`config.mk`:
```
export PLATFORM = sky130hd
export DESIGN_NAME = lpi_tx_ctrl
export DESIGN_NICKNAME = d
export VERILOG_FILES = /design/src/rtl/lpi_tx_pkg.sv /design/src/rtl/lpi_tmr.sv /design/src/rtl/lpi_dur_sel.sv /design/src/rtl/lpi_tx_ctrl.sv
export SDC_FILE = /design/constraint.sdc
export NUM_CORES = 1
export LEC_CHECK = 0
export BUFFER_PORTS_ARGS = -buffer_cell sky130_fd_sc_hd__buf_2
export CAP_MARGIN = 0
export CORE_ASPECT_RATIO = 1.75
export CORE_UTILIZATION = 45
export CTS_BUF_LIST = sky130_fd_sc_hd__clkbuf_8 sky130_fd_sc_hd__clkbuf_16
export DETAILED_ROUTE_END_ITERATION = 12
export PLACE_DENSITY = 0.67
export SETUP_SLACK_MARGIN = 0.15
export SYNTH_ARGS = -nofsm -noshare
export SYNTH_HDL_FRONTEND = slang
export SYNTH_SLANG_ARGS = --single-unit
export TNS_END_PERCENT = 5
```
`constraint.sdc`:
```
create_clock -name clk -period 2.8 [get_ports clk]
set_input_delay 0.84 -clock clk [delete_from_list [all_inputs] [get_ports clk]]
set_output_delay 0.84 -clock clk [all_outputs]
set_load 0.05 [all_outputs]
```
`src/rtl/lpi_tx_pkg.sv`:
```
package lpi_tx_pkg;

    typedef enum logic [2:0] {
        M_DATA  = 3'd0,
        M_SLEEP = 3'd1,
        M_QUIET = 3'd2,
        M_ALERT = 3'd3,
        M_WAKE  = 3'd4,
        M_FW    = 3'd5
    } lpi_mode_e;

    // Round a nanosecond duration up to whole clock cycles, never below one.
    function automatic int unsigned ns_to_cyc(input int unsigned ns, input int unsigned clk_ps);
        longint unsigned c;
        c = (longint'(ns) * 1000 + longint'(clk_ps) - 1) / longint'(clk_ps);
        if (c == 0) c = 1;
        return int'(c);
    endfunction

    function automatic int unsigned umax(input int unsigned a, input int unsigned b);
        return (a > b) ? a : b;
    endfunction

endpackage

```
`src/rtl/lpi_tmr.sv`:
```
module lpi_tmr #(
    parameter int unsigned W = 8
) (
    input  logic         clk,
    input  logic         rst_n,
    input  logic         load,
    input  logic [W-1:0] load_val,
    output logic         done
);
    logic [W-1:0] cnt;

    // Down-counter: loaded on state entry, holds at zero once expired.
    always_ff @(posedge clk or negedge rst_n) begin
        if (!rst_n) begin
            cnt <= '0;
        end else if (load) begin
            cnt <= load_val;
        end else if (cnt != '0) begin
            cnt <= cnt - 1'b1;
        end
    end

    assign done = (cnt == '0);
endmodule

```
`src/rtl/lpi_dur_sel.sv`:
```
module lpi_dur_sel
    import lpi_tx_pkg::*;
#(
    parameter int unsigned W      = 8,
    parameter int unsigned SL_C   = 1,
    parameter int unsigned FSL_C  = 1,
    parameter int unsigned QT_C   = 1,
    parameter int unsigned AL_C   = 1,
    parameter int unsigned WK_C   = 1,
    parameter int unsigned FWK_C  = 1
) (
    input  lpi_mode_e    nxt,
    input  lpi_mode_e    cur,
    output logic [W-1:0] val
);
    // Value loaded is dwell length minus one, so a state lasts exactly its count.
    always_comb begin
        unique case (nxt)
            M_SLEEP: val = W'(SL_C - 1);
            M_QUIET: val = W'(QT_C - 1);
            M_ALERT: val = W'(AL_C - 1);
            M_WAKE:  val = (cur == M_FW) ? W'(FWK_C - 1) : W'(WK_C - 1);
            M_FW:    val = W'(FSL_C - 1);
            default: val = '0;
        endcase
    end
endmodule

```
`src/rtl/lpi_tx_ctrl.sv`:
```
module lpi_tx_ctrl
    import lpi_tx_pkg::*;
#(
    parameter int unsigned CLK_PS      = 3103,
    parameter int unsigned SLEEP_NS    = 1000,
    parameter int unsigned FW_SLEEP_NS = 250,
    parameter int unsigned QUIET_NS    = 1800000,
    parameter int unsigned ALERT_NS    = 200,
    parameter int unsigned WAKE_NS     = 4000,
    parameter int unsigned FW_WAKE_NS  = 250
) (
    input  logic       clk,
    input  logic       rst_n,
    input  logic       lpi_req,
    input  logic       fw_en,
    output logic [2:0] tx_mode,
    output logic       lpi_blk,
    output logic       ram_start
);
    localparam int unsigned SL_C  = ns_to_cyc(SLEEP_NS,    CLK_PS);
    localparam int unsigned FSL_C = ns_to_cyc(FW_SLEEP_NS, CLK_PS);
    localparam int unsigned QT_C  = ns_to_cyc(QUIET_NS,    CLK_PS);
    localparam int unsigned AL_C  = ns_to_cyc(ALERT_NS,    CLK_PS);
    localparam int unsigned WK_C  = ns_to_cyc(WAKE_NS,     CLK_PS);
    localparam int unsigned FWK_C = ns_to_cyc(FW_WAKE_NS,  CLK_PS);
    localparam int unsigned MAXC  = umax(umax(umax(SL_C, FSL_C), umax(QT_C, AL_C)), umax(WK_C, FWK_C));
    localparam int unsigned TW    = (MAXC < 2) ? 1 : $clog2(MAXC);

    lpi_mode_e     state;
    lpi_mode_e     nxt;
    logic          t_done;
    logic          t_load;
    logic [TW-1:0] t_val;

    // State register
    always_ff @(posedge clk or negedge rst_n) begin
        if (!rst_n) begin
            state <= M_DATA;
        end else begin
            state <= nxt;
        end
    end

    // Next-state decision
    always_comb begin
        nxt = state;
        unique case (state)
            M_DATA: begin
                if (lpi_req) nxt = fw_en ? M_FW : M_SLEEP;
            end
            M_SLEEP: begin
                if (!lpi_req)    nxt = M_WAKE;
                else if (t_done) nxt = M_QUIET;
            end
            M_QUIET: begin
                if (!lpi_req || t_done) nxt = M_ALERT;
            end
            M_ALERT: begin
                if (t_done) nxt = M_WAKE;
            end
            M_WAKE: begin
                if (t_done) begin
                    if (!lpi_req)  nxt = M_DATA;
                    else if (fw_en) nxt = M_FW;
                    else           nxt = M_SLEEP;
                end
            end
            M_FW: begin
                if (!lpi_req && t_done) nxt = M_WAKE;
            end
            default: nxt = M_DATA;
        endcase
    end

    assign t_load = (nxt != state);

    lpi_dur_sel #(
        .W(TW), .SL_C(SL_C), .FSL_C(FSL_C), .QT_C(QT_C),
        .AL_C(AL_C), .WK_C(WK_C), .FWK_C(FWK_C)
    ) dur_i (
        .nxt (nxt),
        .cur (state),
        .val (t_val)
    );

    lpi_tmr #(.W(TW)) tmr_i (
        .clk      (clk),
        .rst_n    (rst_n),
        .load     (t_load),
        .load_val (t_val),
        .done     (t_done)
    );

    // Output decode
    always_comb begin
        tx_mode = state;
        unique case (state)
            M_SLEEP, M_FW: lpi_blk = 1'b1;
            default:       lpi_blk = 1'b0;
        endcase
    end

    // Marker start pulse, aligned with the first WAKE cycle
    always_ff @(posedge clk or negedge rst_n) begin
        if (!rst_n) begin
            ram_start <= 1'b0;
        end else begin
            ram_start <= (nxt == M_WAKE) && (state != M_WAKE);
        end
    end
endmodule

```
# Word-level counts from Yosys, hierarchy flattened
# Cells that the tools add are included.
totals:
  romBits: 0
  latchBits: 0
  input_bits: 4
  memories: 0
  regBits: 24
  ramBits: 0
classes:
  multipliers: 0
  n_div: 0
  addsub: 1
  order_cmp: 0
  eq_ne: 12
  n_shift: 0
  mux: 15
  n_reduce_logical: 9
  n_bitwise: 0
ops:
  columns: ["cell", "count"]
  rows:
  - ["one-hot mux 20 bit (5 select lines)", 1]
  - ["2-to-1 mux 20 bit", 2]
  - ["2-to-1 mux 3 bit", 9]
  - ["zero test 20 bit", 1]
  - ["nonzero test 20 bit", 1]
  - ["subtractor 20 x 1 -> 20 bit (second input constant)", 1]
  - ["one-hot mux 3 bit (6 select lines)", 1]
  - ["equality test 3 x 2 -> 1 bit (second input constant)", 4]
  - ["equality test 3 bit (second input constant)", 4]
  - ["2-to-1 mux 11 bit", 1]
  - ["equality test 3 x 1 -> 1 bit (second input constant)", 2]
  - ["zero test 3 bit", 1]
  - ["inequality test 3 bit", 1]
  - ["inequality test 3 bit (second input constant)", 1]
  - ["logical AND 1 bit", 2]
  - ["nonzero test 2 bit", 1]
  - ["OR reduction 2 bit", 1]
  - ["zero test 1 bit", 1]
  - ["logical OR 1 bit", 1]
  - ["2-to-1 mux 1 bit", 1]

# Longest topological paths before layout
depth:
  word_depth: 7
  mapped_depth: 10

# Cells and area by module
# Synthesis repeated with hierarchy kept, for this count alone.
unflattened:
  cells_unflattened: 188
  hier_area_um2: 1706.6
modules_own_cells:
  columns: ["mod", "instances", "seq_area_each_um2", "cells_each", "area_per_inst_um2"]
  rows:
  - ["lpi_tmr", 1, 500.5, 123, 1202.4]
  - ["lpi_tx_ctrl", 1, 100.1, 36, 317.8]
  - ["lpi_dur_sel", 1, 0.0, 29, 186.4]

# Least setup slack after synthesis
# Ideal clock, no wire load.
synth_path:
  path_kind: "reg2out"
  start: "register state[0] (netlist: tx_mode[0])"
  end: "output port lpi_blk"
  t_arrival_ns: 1.879
  setup_slack_ns: 0.081
  t_required_ns: 1.960
  n_path_buf: 2
  path_stages_with_launch: 5
  cell_sequence: "dfrtp_1 > clkbuf_1 > inv_1 > clkbuf_1 > nor2_1"
synth_between:
  elab_chain_len: 3
synth_rtl:
  columns: ["item", "line_no", "source"]
  rows:
  - ["start: declaration", "lpi_tx_ctrl.sv:29", "lpi_mode_e state;"]
  - ["start signal: assignment", "lpi_tx_ctrl.sv:40", "state <= nxt;"]
  - ["equality test 3 x 1 -> 1 bit or equality test 3 bit (tied branches)", "lpi_tx_ctrl.sv:97", "unique case (state)"]
  - ["OR reduction 2 bit (*)", "lpi_tx_ctrl.sv:97", null]
  - ["2-to-1 mux 1 bit (*)", "lpi_tx_ctrl.sv:97", null]
  - ["end: declaration", "lpi_tx_ctrl.sv:17", "output logic lpi_blk,"]
# Every way passes the cells marked *; elsewhere a longest branch is shown, timed or not.

# Final worst setup path
layout_path:
  start: "register tmr_i.cnt[0]"
  end: "register tmr_i.cnt[15]"
layout_between:
  elab_chain_len: 7
layout_rtl:
  columns: ["item", "line_no", "source"]
  rows:
  - ["start: declaration", "lpi_tmr.sv:10", "logic [W-1:0] cnt;"]
  - ["start signal: assignment", "lpi_tmr.sv:17", "cnt <= load_val;"]
  - ["start signal: assignment", "lpi_tmr.sv:19", "cnt <= cnt - 1'b1;"]
  - ["zero test 20 bit", "lpi_tmr.sv:23", "assign done = (cnt == '0);"]
  - ["2-to-1 mux 3 bit (tied with other cells)", "lpi_tx_ctrl.sv:53", "else if (t_done) nxt = M_QUIET;"]
  - ["2-to-1 mux 3 bit, on equally long branches", "lpi_tx_ctrl.sv:52, lpi_tx_ctrl.sv:56, lpi_tx_ctrl.sv:69", null]
  - ["one-hot mux 3 bit (6 select lines)", "lpi_tx_ctrl.sv:47", "unique case (state)"]
  - ["equality test 3 bit (tied with other cells)", "lpi_dur_sel.sv:18", "unique case (nxt)"]
  - ["one-hot mux 20 bit (5 select lines)", "lpi_dur_sel.sv:18", null]
  - ["2-to-1 mux 20 bit", "lpi_tmr.sv:16", "end else if (load) begin"]
# Parallel ways exist; a longest one is shown, timed or not. The select of a mux whose other input is x is not followed.
# A chain may end at the register's enable or synchronous reset.

==> reports/metrics.yaml <==
status:
  result_of_the_run: "finished, final reports clean"
drt:
  detail_route.wl_per_cell_um: 16.0
  drc_viols: 0
  route.detailed.vias_per_inst: 5.98
  drt-pass1-iter-count: 6
  final_antenna_net_count: 0
  routed_wirelength_mm: 3.90
  num_vias: 1453
  drt-initial-drc-count: 46
placement:
  gp_routability_congestion: 0.844
  place.port_buffers: 8
  dp_hpwl_mm: 2.96
  placement_cell_area_um2: 1720
floorplan:
  fp.dieW_um: 47.5
  ioPinCount: 9
  chipHeight_um: 81.7
  dieArea_um2: 3880
  core.rowCount: 28
  start_util: 0.475
  core_um2: 3430
cells_and_area:
  n_fill_cell: 378
  mostFrequentLayoutCells: "nor2_1 (26), dfrtp_1 (24), nand2_1 (17)"
  drive_gt1_frac: 0.131
  fin_nets: 205
  area_growth_pct: 8.51
  final_common_cell: "nor2_1"
  antenna_cells: 0
  final_design_area_no_fill_um2: 1770
sta:
  final-hold-violation-count: 0
  max_slew.worst_pin.slew_ps: 558
  slew_viol_final: 0
  max_clock_freq_ghz: 0.418
  post-route-period-util: 0.854
  layout_min_cycle_time_ps: 2390
  relSlewSlack: 0.628
  grt_setup_unrepaired: "no"
  worst_clock_skew_ps: 5.76
  report.final.setup_viol: 0
  fin_setup_tns_ps: 0
power_and_ir_drop:
  total_leakage_power_nw: 0.758
  switchingPower_mw: 0.528
  cell_internal_pwr_mw: 0.844
  ir_drop_v: 0.000375
  pwr-share-comb: 0.363
  sequentialPowerShare: 0.464
  clock_network_power_share: 0.173
  netSwitchingFraction: 0.385
  power_density_nw_per_um2: 775
critical_path:
  critical_path_peak_fanout: 8
  worst_ep_arrival_time_ps: 2580
  endpoint_kind: "flop"
  critical_path_cell_by_cell: "inv_1 > ha_1 > nand2b_1 > nor4_2 > nand2_2 > or3_1 > a21o_1 > a21oi_1"
  critical_path_class: "flop to flop"
  worst_path_largest_cell_delay_ps: 530
  cpMaxStageDelayCell: "or3_1"
  worst_setup_path_start_kind: "flop"
  worst-endpoint-required_ps: 2990
global_routing:
  grt.total_usage: 0.231
  grt_pass1_vias: 1475
  grt_first_pass_wirelength_mm: 6.57
  grt_overflow_total: 0
  antenna_violations_before_repair: 0
  grt_start_max_net_pins: 25
clock_network:
  clock_insertion_delay_worst_skew_ps: 260
  cts.reportedPaths.clkPinSlew_ps: 90
  cts_resized: 0
  cts.sinks: 24
  postCtsHoldBufs: 0
  cts_root_buffer: "clkbuf_8"
  tritoncts_clock_tree: "done"
  cts.path.max_buffers: 2
  cts-htree-levels: 1
  number_of_buffers_inserted_during_clock_tree_synthesis: 3
  cts.repair_timing.setup_buffer_count: 0
min_path:
  hold_path.class: "primary input to async pin"
yosys:
  synth_area_um2: 1630
  synthesis.yosys.warnings: 0
  post_synth_num_cell_types: 46
  synth.largest_area_cell: "dfrtp_1"
  nets_in_the_synthesized_netlist: 199
  synth.avg_cell_area_um2: 8.45
  synth_seq_area_share: 0.368
  synth_area_leaders: "dfrtp_1 (37%), nor2_1 (6.2%), a21oi_1 (4.9%)"
  ys_seq_elements: 24
  synth_edf_count: 0
  synth_async_sr_flop_share: 1.00
  synth_cells: 193
  postSynth.topFlopCell: "dfrtp_1"
  yosys.area.top_type_share: 0.368
job:
  cap_violations: 0
-- cell type report --
type,count,area [um2],area share
clock buffer,4,55.1,0.0311
inverter,4,15.0,0.00848
multi-input combinational,152,958,0.541
sequential,24,601,0.339
tap,45,56.3,0.0318
timing repair buffer,14,85.1,0.0481
-- logic make-up (layout without fill, tap and decap cells) --
group	after synthesis	in the layout	share of synthesized area
AND/OR/NAND/NOR	82	82	0.278
AO/OA/AOI/OAI	49	49	0.190
flip-flops	24	24	0.368
XOR/XNOR	18	18	0.0966
buffers and inverters	17	22	0.0460
adder cells (fa/ha/maj)	2	2	0.0153
multiplexers	1	1	0.00614
-- stage by stage --
step                instances  hold WS, ps  utilization  total power [mW]  setup slack [ps]
CTS                       243          568        0.516              1.38               458
floorplan                 193          519            -              1.00               295
global placement          239          554        0.500              1.11               508
detailed placement        239          563        0.500              1.14               423
finish                    243          549        0.516              1.37               409
global route              243          589        0.516              1.47               226
-- cells in the mapped netlist (all sizes together) (3+ instances only) --
master	number
a21oi	16
and2	3
buf	4
clkbuf	9
dfrtp	24
inv	4
nand2	18
nand2b	4
nor2	27
nor2b	3
nor3	6
nor4	6
o21a	6
o21ai	9
or4	4
xnor2	9
xor2	9
-- registers in the layout, summed over array words and instances (netlist names) --
signal,count
ram_start,1
tmr_i.cnt,20
tx_mode,3
-- per-layer routing --
| layer | wire (um) | share of wire | track usage |
|---|---|---|---|
| met1 | 1530 | 0.39 | 0.270 |
| met2 | 2150 | 0.55 | 0.403 |
| met3 | 95 | 0.024 | 0.0198 |
| met4 | 121 | 0.031 | 0.106 |
| met5 | 0 | 0 | 0 |
-- final timing paths --
check                                   start            end  slack [ps]  cells after the start
min in group clk                tmr_i.cnt[16]  tmr_i.cnt[16]         580                      2
worst min-delay path                    rst_n   tmr_i.cnt[2]         550                      1
worst max register to register   tmr_i.cnt[0]  tmr_i.cnt[15]         410                      8
worst min register to register  tmr_i.cnt[16]  tmr_i.cnt[16]         580                      2
worst max-delay path             tmr_i.cnt[0]  tmr_i.cnt[15]         410                      8
max in group asynchronous               rst_n   tmr_i.cnt[8]        1880                      1
-- critical path: cells and delay by family, from the launching register on --
| family | cells | cell delay, ps |
|---|---|---|
| buffers and inverters | 1 | 160 |
| AOI/OAI and AO/OA | 2 | 350 |
| and+or+nand+nor | 4 | 1190 |
| adders and majority gates | 1 | 180 |
| DFF | 1 | 440 |
-- power groups by stage --
| stage | logic (mW) | clock network, mW | registers [mW] |
|---|---|---|---|
| after CTS | 0.502 | 0.242 | 0.635 |
| after global routing | 0.565 | 0.250 | 0.653 |
| after global placement | 0.484 | 0 | 0.629 |
| after floorplan | 0.406 | 0 | 0.597 |
| final | 0.498 | 0.237 | 0.636 |
| after detailed placement | 0.497 | 0 | 0.641 |
(Power assumes the default switching activity.)
